## src/rtl/tbp_pkg.sv

```systemverilog
package tbp_pkg;
  localparam int DATA_W      = 8;
  localparam int TOG_BIT     = 6;
  localparam int TMO_BIT     = 5;
  localparam logic [DATA_W-1:0] RESET_CMD = 8'hF0;

  typedef enum logic [2:0] {
    ST_IDLE  = 3'd0,
    ST_REF   = 3'd1,
    ST_CMP   = 3'd2,
    ST_VREF  = 3'd3,
    ST_VCMP  = 3'd4,
    ST_ABORT = 3'd5
  } tbp_state_e;
endpackage

```

## src/rtl/tbp_bit_track.sv

```systemverilog
module tbp_bit_track (
  input  logic clk,
  input  logic rst_n,
  input  logic load_i,
  input  logic sample_i,
  output logic differs_o
);
  logic ref_q;
  logic ref_d;

  always_comb begin
    ref_d = ref_q;
    if (load_i) ref_d = sample_i;
  end

  always_ff @(posedge clk or negedge rst_n) begin
    if (!rst_n) ref_q <= 1'b0;
    else        ref_q <= ref_d;
  end

  assign differs_o = sample_i ^ ref_q;
endmodule

```

## src/rtl/tbp_poll_limit.sv

```systemverilog
module tbp_poll_limit #(
  parameter int CNT_W = 16
) (
  input  logic             clk,
  input  logic             rst_n,
  input  logic             arm_i,
  input  logic [CNT_W-1:0] limit_i,
  input  logic             step_i,
  output logic             last_o
);
  localparam int EXT_W = CNT_W + 1;

  logic [CNT_W-1:0] cnt_q, cnt_d;
  logic [CNT_W-1:0] lim_q, lim_d;
  logic [EXT_W-1:0] cnt_next;

  assign cnt_next = {1'b0, cnt_q} + EXT_W'(1);
  assign last_o   = cnt_next >= {1'b0, lim_q};

  always_comb begin
    cnt_d = cnt_q;
    lim_d = lim_q;
    if (arm_i) begin
      cnt_d = '0;
      lim_d = (limit_i == '0) ? CNT_W'(1) : limit_i;
    end else if (step_i) begin
      cnt_d = cnt_next[CNT_W-1:0];
    end
  end

  always_ff @(posedge clk or negedge rst_n) begin
    if (!rst_n) begin
      cnt_q <= '0;
      lim_q <= '0;
    end else begin
      cnt_q <= cnt_d;
      lim_q <= lim_d;
    end
  end

  AST_CNT_BOUND: assert property (@(posedge clk) disable iff (!rst_n)
    step_i |-> ({1'b0, cnt_q} < {1'b0, lim_q}));
endmodule

```

## src/rtl/tbp_seq_fsm.sv

```systemverilog
module tbp_seq_fsm
  import tbp_pkg::*;
(
  input  logic       clk,
  input  logic       rst_n,
  input  logic       start_i,
  input  logic       rsp_valid_i,
  input  logic       rsp_differs_i,
  input  logic       rsp_timeout_i,
  input  logic       last_pair_i,
  output tbp_state_e state_o,
  output logic       arm_o,
  output logic       load_ref_o,
  output logic       step_o,
  output logic       done_o,
  output logic       pass_o
);
  tbp_state_e st_q, st_d;
  logic       done_q, pass_q, pass_d;
  logic       fin, fin_pass;

  always_comb begin
    st_d       = st_q;
    arm_o      = 1'b0;
    load_ref_o = 1'b0;
    step_o     = 1'b0;
    fin        = 1'b0;
    fin_pass   = 1'b0;
    unique case (st_q)
      ST_IDLE: begin
        if (start_i) begin
          arm_o = 1'b1;
          st_d  = ST_REF;
        end
      end
      ST_REF: begin
        if (rsp_valid_i) begin
          load_ref_o = 1'b1;
          st_d       = ST_CMP;
        end
      end
      ST_CMP: begin
        if (rsp_valid_i) begin
          if (!rsp_differs_i) begin
            fin      = 1'b1;
            fin_pass = 1'b1;
          end else if (rsp_timeout_i) begin
            st_d = ST_VREF;
          end else begin
            step_o = 1'b1;
            st_d   = last_pair_i ? ST_ABORT : ST_REF;
          end
        end
      end
      ST_VREF: begin
        if (rsp_valid_i) begin
          load_ref_o = 1'b1;
          st_d       = ST_VCMP;
        end
      end
      ST_VCMP: begin
        if (rsp_valid_i) begin
          if (!rsp_differs_i) begin
            fin      = 1'b1;
            fin_pass = 1'b1;
          end else begin
            st_d = ST_ABORT;
          end
        end
      end
      ST_ABORT: begin
        if (rsp_valid_i) fin = 1'b1;
      end
      default: st_d = ST_IDLE;
    endcase
    if (fin) st_d = ST_IDLE;
  end

  always_comb begin
    pass_d = pass_q;
    if (fin) pass_d = fin_pass;
  end

  always_ff @(posedge clk or negedge rst_n) begin
    if (!rst_n) begin
      st_q   <= ST_IDLE;
      done_q <= 1'b0;
      pass_q <= 1'b0;
    end else begin
      st_q   <= st_d;
      done_q <= fin;
      pass_q <= pass_d;
    end
  end

  assign state_o = st_q;
  assign done_o  = done_q;
  assign pass_o  = pass_q;

  AST_DONE_ONE_CYCLE: assert property (@(posedge clk) disable iff (!rst_n)
    done_q |=> !done_q);
  AST_DONE_IN_IDLE: assert property (@(posedge clk) disable iff (!rst_n)
    done_q |-> (st_q == ST_IDLE));
endmodule

```

## src/rtl/tbp_poll_ctrl.sv

```systemverilog
module tbp_poll_ctrl
  import tbp_pkg::*;
#(
  parameter int ADDR_W = 18,
  parameter int CNT_W  = 16
) (
  input  logic              clk,
  input  logic              rst_n,
  input  logic              start_i,
  input  logic [ADDR_W-1:0] poll_addr_i,
  input  logic [CNT_W-1:0]  max_polls_i,
  output logic              busy_o,
  output logic              done_o,
  output logic              pass_o,
  output logic              rd_req_o,
  output logic              wr_req_o,
  output logic [ADDR_W-1:0] bus_addr_o,
  output logic [DATA_W-1:0] bus_wdata_o,
  input  logic [DATA_W-1:0] bus_rdata_i,
  input  logic              bus_valid_i
);
  tbp_state_e        state;
  logic              arm, load_ref, step, last_pair, differs;
  logic [ADDR_W-1:0] addr_q, addr_d;
  logic              rsp_unused;

  assign rsp_unused = ^{bus_rdata_i[DATA_W-1:TOG_BIT+1], bus_rdata_i[TMO_BIT-1:0]};

  always_comb begin
    addr_d = addr_q;
    if (arm) addr_d = poll_addr_i;
  end

  always_ff @(posedge clk or negedge rst_n) begin
    if (!rst_n) addr_q <= '0;
    else        addr_q <= addr_d;
  end

  tbp_seq_fsm u_fsm (
    .clk           (clk),
    .rst_n         (rst_n),
    .start_i       (start_i),
    .rsp_valid_i   (bus_valid_i),
    .rsp_differs_i (differs),
    .rsp_timeout_i (bus_rdata_i[TMO_BIT]),
    .last_pair_i   (last_pair),
    .state_o       (state),
    .arm_o         (arm),
    .load_ref_o    (load_ref),
    .step_o        (step),
    .done_o        (done_o),
    .pass_o        (pass_o)
  );

  tbp_bit_track u_track (
    .clk       (clk),
    .rst_n     (rst_n),
    .load_i    (load_ref),
    .sample_i  (bus_rdata_i[TOG_BIT]),
    .differs_o (differs)
  );

  tbp_poll_limit #(.CNT_W(CNT_W)) u_limit (
    .clk     (clk),
    .rst_n   (rst_n),
    .arm_i   (arm),
    .limit_i (max_polls_i),
    .step_i  (step),
    .last_o  (last_pair)
  );

  assign busy_o      = (state != ST_IDLE);
  assign rd_req_o    = (state == ST_REF) || (state == ST_CMP) ||
                       (state == ST_VREF) || (state == ST_VCMP);
  assign wr_req_o    = (state == ST_ABORT);
  assign bus_addr_o  = addr_q;
  assign bus_wdata_o = wr_req_o ? RESET_CMD : '0;

  AST_REQ_EXCLUSIVE: assert property (@(posedge clk) disable iff (!rst_n)
    !(rd_req_o && wr_req_o));
  AST_ABORT_DATA: assert property (@(posedge clk) disable iff (!rst_n)
    wr_req_o |-> (bus_wdata_o == RESET_CMD));
  AST_IDLE_QUIET: assert property (@(posedge clk) disable iff (!rst_n)
    !busy_o |-> !(rd_req_o || wr_req_o));
  AST_ADDR_HOLD: assert property (@(posedge clk) disable iff (!rst_n)
    (busy_o && $past(busy_o)) |-> $stable(bus_addr_o));
  AST_REQ_HELD: assert property (@(posedge clk) disable iff (!rst_n)
    (rd_req_o && !bus_valid_i) |=> rd_req_o);
endmodule

```

## config.mk

```make
export PLATFORM = sky130hd
export DESIGN_NAME = tbp_poll_ctrl
export DESIGN_NICKNAME = d
export VERILOG_FILES = /design/src/rtl/tbp_pkg.sv /design/src/rtl/tbp_bit_track.sv /design/src/rtl/tbp_poll_limit.sv /design/src/rtl/tbp_seq_fsm.sv /design/src/rtl/tbp_poll_ctrl.sv
export SDC_FILE = /design/constraint.sdc
export NUM_CORES = 1
export LEC_CHECK = 0
export BUFFER_PORTS_ARGS = -buffer_cell sky130_fd_sc_hd__buf_2
export CELL_PAD_IN_SITES_DETAIL_PLACEMENT = 1
export CELL_PAD_IN_SITES_GLOBAL_PLACEMENT = 1
export CORE_ASPECT_RATIO = 2
export CORE_MARGIN = 2
export CORE_UTILIZATION = 42
export DETAILED_ROUTE_END_ITERATION = 12
export PLACE_DENSITY_LB_ADDON = 0.1
export SYNTH_ARGS = -nofsm -noshare
export SYNTH_HDL_FRONTEND = slang
export SYNTH_SLANG_ARGS = --single-unit
```

## constraint.sdc

```tcl
create_clock -name clk -period 5.4 [get_ports clk]
set_input_delay 1.08 -clock clk [delete_from_list [all_inputs] [get_ports clk]]
set_output_delay 1.08 -clock clk [all_outputs]
set_load 0.005 [all_outputs]
```

==> impl_metrics.csv, run 1 <==
group,metric,value,unit
min_path,hold_depth,2,
route,wl_met3,212,µm
place,port_buffers,66,
yosys,yosys.area_share.simple,22.0,%
grt,grt_start_max_net_pins,57,
route,first_pass_iters,4,
power_and_ir_drop,p_per_area,430,mW/mm²
yosys,synth.distinct_cells,42,
yosys,synth_warnings,0,
route,drt-met1-wl,3260,µm
sta,fin_tns_setup,0,ps
floorplan,rows,44,
worst_setup_path,crit_path_end_kind,"flop",
route,top_layer_used,"met4",
route,ant_nets,0,
outcome,status,"complete, no violations",
route,routed_wirelength,7610,µm
clock_network,cts_tree,"yes",
yosys,synth_compound_area_share,12.7,%
floorplan,initial_core_util,43.0,%
sta,fin_crit,3280,ps
yosys,synth_area_leaders,"dfrtp_1 (46%), nand2_1 (11%), ha_1 (6.9%)",
power_and_ir_drop,ir_drop,0.230,mV
floorplan,die_w,64.5,µm
yosys,syn_area,0.00308,mm²
place,dp_slack,2120,ps
clock_network,post_cts_resized,0,
floorplan,die-area,0.00807,mm²
final_layout,antenna-diode-count,0,
clock_network,holdBufCountCts,0,
yosys,synthArstFlopShare,100,%
route,viasPerCell,5.18,
place,dpl.cell_count,497,
min_path,hold_path_class,"flop to flop",
grt,overflow,0,
yosys,syn_avg_cell_area,8.60,µm²
final_layout,area_growth,16.3,%
final_layout,fin_cells,505,
sta,maxSlewHeadroom,31.9,%
sta,rsz0062_at_grt,"false",
sta,worst_clock_skew,4.85,ps
sta,finalCritPeriodShare,60.8,%
worst_setup_path,required,5590,ps
final_layout,layout_common_cells,"nand2_1 (92), buf_2 (66), dfrtp_1 (56), o21ai_0 (33), inv_1 (22)",
clock_network,cts_sinks,56,
worst_setup_path,path_class,"flop to flop",
worst_setup_path,r2r_cells,10,
clock_network,htree_levels,2,
yosys,synth_top_family_by_area,"simple AND/OR/NAND/NOR gates",
place,place_area,0.00341,mm²
sta,slew_violations,0,
final_layout,layout_commonest_cell,"nand2_1",
route,drc_errors,0,
final_layout,stdcell_area,0.00358,mm²
yosys,synthXorXnorAreaFrac,5.08,%
route,vias,2616,
grt,grt_use_total,20.4,%
sta,timing_hold_violations_final,0,
yosys,synth_flop_cell,"dfrtp_1",
final_layout,fillers,884,
clock_network,clockRootBuffer,"clkbuf_16",
worst_setup_path,crit_fanout,8,
yosys,synth_edf_count,0,
grt,grt_pass1_vias,2740,
route,met2_length,4040,µm
yosys,synth_adder_area_share,6.91,%
floorplan,die_h,125,µm
sta,final-setup-viol-count,0,
yosys,netlist_instances,358,
final_layout,nets,475,
yosys,yosysTopAreaCell,"dfrtp_1",
floorplan,core_area,0.00716,mm²
clock_network,post-cts-setup-buffers,0,
job,drv_cap,0,
floorplan,pin_count,77,
grt,antenna_found_initial,0,
place,gp_congestion,0.788,
sta,tightest_slew,1020,ps
clock_network,cts_buffer_depth,2,
worst_setup_path,crit_arrival,3470,ps
route,wl_per_cell,15.1,µm
yosys,synth_seq_cells,56,
sta,max_freq,0.304,GHz
final_layout,final_layout_size_suffix_gt1_share,19.9,%
worst_setup_path,worstSetupStartpointType,"flop",
power_and_ir_drop,cellLeakagePower,1.86,nW
clock_network,clock_latency,300,ps
yosys,synth_top_area_share,45.5,%
sta,setup_slack,2120,ps
yosys,yosysSeqAreaShare,45.5,%
grt,grt_pass1_wl,13100,µm
yosys,muxShareOfSynthArea,0.366,%
clock_network,clkTransAtPathRegs,70,ps
place,place_hpwl,5710,µm
route,drt_iter0_markers,101,
clock_network,cts-buffers-inserted,5,
==> final cells by class <==
class	count	area, µm²	area share (%)
clock buffer	6	129	3.60
clock inverter	2	38.8	1.08
inverter	22	82.6	2.31
multi-input combinational	258	1460	40.8
sequential	56	1400	39.1
tap	92	115	3.21
timing repair buffer	69	353	9.85
==> per-layer routing <==
layer,vias up,GRT usage [%]
li1,1302,-
met1,1271,26.5
met2,37,34.7
met3,6,3.24
met4,0,5.63
met5,-,0
==> registers in the layout (all words and copies together), names as in the netlist <==
signal	flops
bus_addr_o	18
u_limit.lim_q	16
u_fsm.state_o	3
u_fsm.done_o	1
u_fsm.pass_o	1
u_track.ref_q	1
u_limit.cnt_q	16
==> synth_stat cells (all sizes together), types with 2 or more instances <==
cell / number
nand2: 92
dfrtp: 56
o21ai: 33
inv: 22
nor2: 18
buf: 17
ha: 17
nand3: 14
a21oi: 13
xnor2: 12
clkbuf: 8
nand4: 6
o31ai: 6
nor3: 5
nor4: 5
xor2: 5
a21o: 3
and3: 3
a211oi: 2
a31oi: 2
and4: 2
==> path summary, 6_finish.rpt <==
path / from / endpoint / slack (ps)
setup / recovery: u_limit.cnt_q[0] / u_fsm.state_o[2] / 2120
hold / removal: bus_addr_o[0] / bus_addr_o[0] / 480
setup reg to reg: u_limit.cnt_q[0] / u_fsm.state_o[2] / 2120
hold reg to reg: bus_addr_o[0] / bus_addr_o[0] / 480
max in group asynchronous: rst_n / u_limit.lim_q[6] / 4010
min in group asynchronous: rst_n / u_fsm.done_o / 910
==> critical path, stage by stage (launching register included) <==
cell,delay [ps]
dfrtp_1,450
ha_1,270
inv_1,110
nor3_2,490
nand2_1,180
xnor2_1,290
ha_1,310
a21oi_1,170
o22ai_1,90
or4b_1,490
o31a_1,310
==> cells by family (layout without fill, tap and decap cells) <==
| family | Yosys count | in the layout |
|---|---|---|
| simple gates | 152 | 152 |
| compound gates | 67 | 67 |
| flops | 56 | 56 |
| buf+inv | 47 | 99 |
| fa+ha+maj | 17 | 17 |
| xor+xnor | 17 | 17 |
| other cells | 1 | 4 |
| mux | 1 | 1 |
==> metrics by stage <==
| step | util (%) | hold WS, ps | power (mW) |
|---|---|---|---|
| floorplan | - | 456 | 0.974 |
| global placement | 47.7 | 452 | 1.14 |
| detailed placement | 47.7 | 462 | 1.19 |
| CTS | 50.1 | 482 | 1.56 |
| global route | 50.1 | 507 | 1.67 |
| finish | 50.1 | 476 | 1.54 |
==> report_power, final <==
| part | leakage (nW) | total, mW | internal, mW | switching, mW |
|---|---|---|---|---|
| combinational | 1.05 | 0.522 | 0.206 | 0.315 |
| clock | 0.0815 | 0.372 | 0.221 | 0.151 |
| sequential | 0.722 | 0.646 | 0.560 | 0.0855 |
Power figures use the tool's default switching activity.
==> run 2: changes to the inputs <==
CORE_UTILIZATION = 35   (was 42)
clock period = 3 ns   (was 5.4 ns; I/O delays follow)
==> run 2 against run 1 <==
Against the previous run:
- final area is 2.2% higher
- die area grew 19%
- core utilization down 7.4 points
- register-to-register slack got worse by 2000 ps
- critical path depth increased by 1
- via count up 1.8%
- clock-buffer cell count decreased by 1
- highest routed layer unchanged
- non-clock buffer count increased by 9
- sequential power rose by 78%
==> impl_metrics.csv, run 2 (synthesis gave the netlist of run 1 again) <==
group,metric,value,unit
outcome,status,"complete, no violations",
route,wl_per_cell,16.2,µm
worst_setup_path,required,3180,ps
final_layout,final_layout_size_suffix_gt1_share,22.6,%
clock_network,clockRootBuffer,"clkbuf_16",
worst_setup_path,crit_arrival,3030,ps
sta,slew_violations,0,
worst_setup_path,worstSetupStartpointType,"flop",
worst_setup_path,crit_fanout,8,
route,first_pass_iters,4,
floorplan,die-area,0.00961,mm²
sta,timing_hold_violations_final,0,
floorplan,core_area,0.00859,mm²
power_and_ir_drop,p_total,2.69,mW
place,gp_congestion,0.771,
sta,final-setup-viol-count,0,
sta,max_freq,0.351,GHz
grt,grt_pass1_wl,13900,µm
route,viasPerCell,5.11,
final_layout,largest_reg_flops,18,
sta,hold_ws,356,ps
power_and_ir_drop,p_per_area,736,mW/mm²
floorplan,die_h,137,µm
sta,worst_clock_skew,6.82,ps
grt,overflow,0,
grt,grt_start_max_net_pins,39,
place,place_hpwl,6400,µm
clock_network,clkTransAtPathRegs,70,ps
grt,grt_pass1_vias,2885,
clock_network,cts_tree,"yes",
sta,setup_slack,149,ps
grt,grt_use_total,18.9,%
final_layout,nets,484,
final_layout,antenna-diode-count,0,
route,ant_nets,0,
place,dpl.cell_count,513,
clock_network,cts_buffer_depth,2,
final_layout,area_growth,18.9,%
sta,rsz0062_at_grt,"false",
sta,fin_crit,2850,ps
job,drv_cap,0,
worst_setup_path,ff2ff_setup_slack,150,ps
min_path,hold_path_class,"primary input to async pin",
floorplan,die_w,70.3,µm
final_layout,layout_common_cells,"nand2_1 (92), buf_2 (66), dfrtp_1 (54), o21ai_0 (33), inv_1 (22)",
floorplan,initial_core_util,35.9,%
worst_setup_path,crit_path_end_kind,"flop",
place,port_buffers,66,
floorplan,pin_count,77,
route,routed_wirelength,8460,µm
clock_network,cts-buffers-inserted,5,
grt,antenna_found_initial,0,
floorplan,rows,48,
power_and_ir_drop,cellLeakagePower,1.91,nW
route,drc_errors,0,
route,vias,2664,
route,drt_iter0_markers,78,
sta,maxSlewHeadroom,51.5,%
clock_network,clock_latency,300,ps
worst_setup_path,path_class,"flop to flop",
place,dp_slack,128,ps
sta,fin_tns_setup,0,ps
final_layout,layout_commonest_cell,"nand2_1",
sta,finalCritPeriodShare,95.0,%
power_and_ir_drop,ir_drop,0.431,mV
sta,tightest_slew,727,ps
clock_network,cts_sinks,56,
final_layout,fin_cells,521,
clock_network,htree_levels,2,
[run 2: metal layers]
metal	wire length (µm)	vias to the layer above	track usage [%]
met1	3050	1295	18.7
met2	4980	42	36.9
met4	231	0	10.1
met3	190	13	2.21
met5	0	-	0
li1	-	1314	-
[run 2: final timing paths]
path | startpoint | to | depth (start not counted)
min in group clk | bus_addr_o[0] | bus_addr_o[0] | 2
worst max register to register | u_limit.cnt_q[5] | u_fsm.state_o[2] | 11
worst max-delay path | u_limit.cnt_q[5] | u_fsm.state_o[2] | 11
max in group asynchronous | rst_n | u_limit.cnt_q[0] | 2
worst min-delay path | rst_n | u_limit.lim_q[2] | 1
worst min register to register | bus_addr_o[0] | bus_addr_o[0] | 2
[run 2: critical path: stages, from the launching register on]
cell,delay (ps)
dfrtp_1,430
nand4_1,120
buf_4,170
nor3_2,150
buf_4,180
nand3_1,120
xnor2_1,240
ha_1,300
a21oi_1,130
a21oi_1,80
or4b_1,490
o31a_1,310
[run 2: final cells by class]
class | count | area (µm²)
clock buffers | 5 | 125
clock inverters | 2 | 12.5
fillers | 1063 | 4930
inverters | 22 | 82.6
multi-input cells | 258 | 1480
flip-flops and latches | 56 | 1400
well taps | 100 | 125
repair buffers | 78 | 433
[run 2: per-stage QoR]
step           instance area (µm²)  util, %
2_1_floorplan                 3090        -
3_3_place_gp                  3500     40.7
3_5_place_dp                  3500     40.7
4_1_cts                       3640     42.3
5_1_grt                       3660     42.6
6_report                      3660     42.6
[run 2: power by group]
group / switching, mW / internal (mW) / total, mW / leakage, nW
clock network: 0.272 / 0.304 / 0.576 / 0.0657
registers: 0.141 / 1.01 / 1.15 / 0.719
logic: 0.576 / 0.391 / 0.967 / 1.13
total: 0.990 / 1.70 / 2.69 / 1.91
[run 2: what timing repair did]
item	CTS	global route
endpoints found under the setup margin	0	1
resized for setup	0	4
buffers inserted	0	1
hold buffers	0	0
==> run 3: changes to the inputs <==
CORE_UTILIZATION = 42   (was 35)
clock period = 3.4 ns   (was 3 ns; I/O delays follow)
==> run 3 against run 2 <==
Against the previous run:
- clock power increased by 5.0%
- non-clock buffer count is 7 lower
- largest cell class unchanged
- via count is 1.7% lower
- setup slack improved by 320 ps
- total power decreased by 8.9%
- cell count fell by 2.7%
- largest power group unchanged
- highest routed layer unchanged
- register-to-register slack gained 320 ps
==> impl_metrics.csv, run 3 (synthesis gave the netlist of run 1 again) <==
group,metric,value,unit
outcome,status,"complete, no violations",
worst_setup_path,r2r_cells,9,
place,place_hpwl,5820,µm
grt,grt_pass1_vias,2801,
power_and_ir_drop,p_per_area,681,mW/mm²
min_path,hold_depth,2,
floorplan,pin_count,77,
route,drt_iter0_markers,88,
route,ant_nets,0,
clock_network,holdBufCountCts,0,
clock_network,cts_sinks,56,
sta,max_freq,0.341,GHz
final_layout,largest_reg_flops,18,
place,dp_slack,478,ps
min_path,hold_path_class,"flop to flop",
floorplan,initial_core_util,43.0,%
worst_setup_path,crit_path_end_kind,"flop",
route,vias,2618,
route,wl_per_cell,15.1,µm
clock_network,cts_tree,"yes",
sta,setup_slack,468,ps
clock_network,cts-buffers-inserted,5,
floorplan,die-area,0.00807,mm²
floorplan,core_area,0.00716,mm²
sta,rsz0062_at_grt,"false",
job,drv_cap,0,
route,first_pass_iters,4,
grt,grt_use_total,20.6,%
sta,fin_crit,2930,ps
power_and_ir_drop,ir_drop,0.386,mV
final_layout,layout_common_cells,"nand2_1 (92), buf_2 (66), dfrtp_1 (56), o21ai_0 (33), inv_1 (22)",
worst_setup_path,crit_fanout,7,
sta,hold_ws,473,ps
route,routed_wirelength,7670,µm
power_and_ir_drop,cellLeakagePower,1.87,nW
final_layout,antenna-diode-count,0,
sta,maxSlewHeadroom,41.4,%
grt,grt_start_max_net_pins,49,
clock_network,clockRootBuffer,"clkbuf_16",
sta,worst_clock_skew,5.53,ps
clock_network,clock_latency,300,ps
floorplan,rows,44,
sta,slew_violations,0,
sta,tightest_slew,879,ps
grt,grt_pass1_wl,13300,µm
place,port_buffers,66,
place,gp_congestion,0.838,
worst_setup_path,crit_arrival,3120,ps
final_layout,layout_commonest_cell,"nand2_1",
place,dpl.cell_count,499,
grt,antenna_found_initial,0,
route,drc_errors,0,
clock_network,clkTransAtPathRegs,70,ps
floorplan,die_w,64.5,µm
clock_network,htree_levels,2,
final_layout,nets,477,
sta,finalCritPeriodShare,86.2,%
final_layout,fin_cells,507,
clock_network,post_cts_resized,0,
floorplan,die_h,125,µm
worst_setup_path,worstSetupStartpointType,"flop",
worst_setup_path,path_class,"flop to flop",
grt,overflow,0,
final_layout,area_growth,17.1,%
sta,timing_hold_violations_final,0,
final_layout,final_layout_size_suffix_gt1_share,20.5,%
worst_setup_path,required,3590,ps
clock_network,cts_buffer_depth,2,
sta,final-setup-viol-count,0,
clock_network,post-cts-setup-buffers,0,
sta,fin_tns_setup,0,ps
route,viasPerCell,5.16,
==> run 3: path summary, 6_finish.rpt <==
check | slack [ps] | start | to
max | 470 | u_limit.cnt_q[2] | u_fsm.state_o[2]
min | 470 | bus_addr_o[6] | bus_addr_o[6]
max reg2reg | 470 | u_limit.cnt_q[2] | u_fsm.state_o[2]
min reg2reg | 470 | bus_addr_o[6] | bus_addr_o[6]
max in group asynchronous | 2110 | rst_n | u_limit.lim_q[10]
min in group asynchronous | 500 | rst_n | u_fsm.state_o[1]
==> run 3: final cells by class <==
type	count	area [µm²]
clock inverter	2	38.8
multi-input combinational	258	1460
inverter	22	82.6
fill	892	3550
tap	92	115
sequential	56	1400
timing repair buffer	71	368
clock buffer	6	139
==> run 3: layer usage <==
layer	routed length (µm)	track usage, %
met1	3240	25.8
met2	4150	35.8
met3	185	3.51
met4	99	6.13
met5	0	0
==> run 3: worst max-delay path: stages, from the launching register on <==
cell	delay, ps
dfrtp_1	460
nand4_1	250
nor3_2	380
nand4_1	230
xnor2_1	250
ha_1	270
nand3_1	120
a21oi_1	60
or4b_1	490
o31a_1	300
==> run 3: power breakdown <==
part,leakage [nW],switching (mW),internal [mW]
clock network,0.0871,0.236,0.369
registers,0.722,0.132,0.890
logic,1.06,0.498,0.332
==> run 3: metrics by stage <==
step | utilization (%) | area [µm²] | power, mW
2_1_floorplan | - | 3090 | 1.55
3_3_place_gp | 47.9 | 3430 | 1.81
3_5_place_dp | 47.9 | 3430 | 1.87
4_1_cts | 50.4 | 3610 | 2.50
5_1_grt | 50.4 | 3610 | 2.67
6_report | 50.4 | 3610 | 2.46
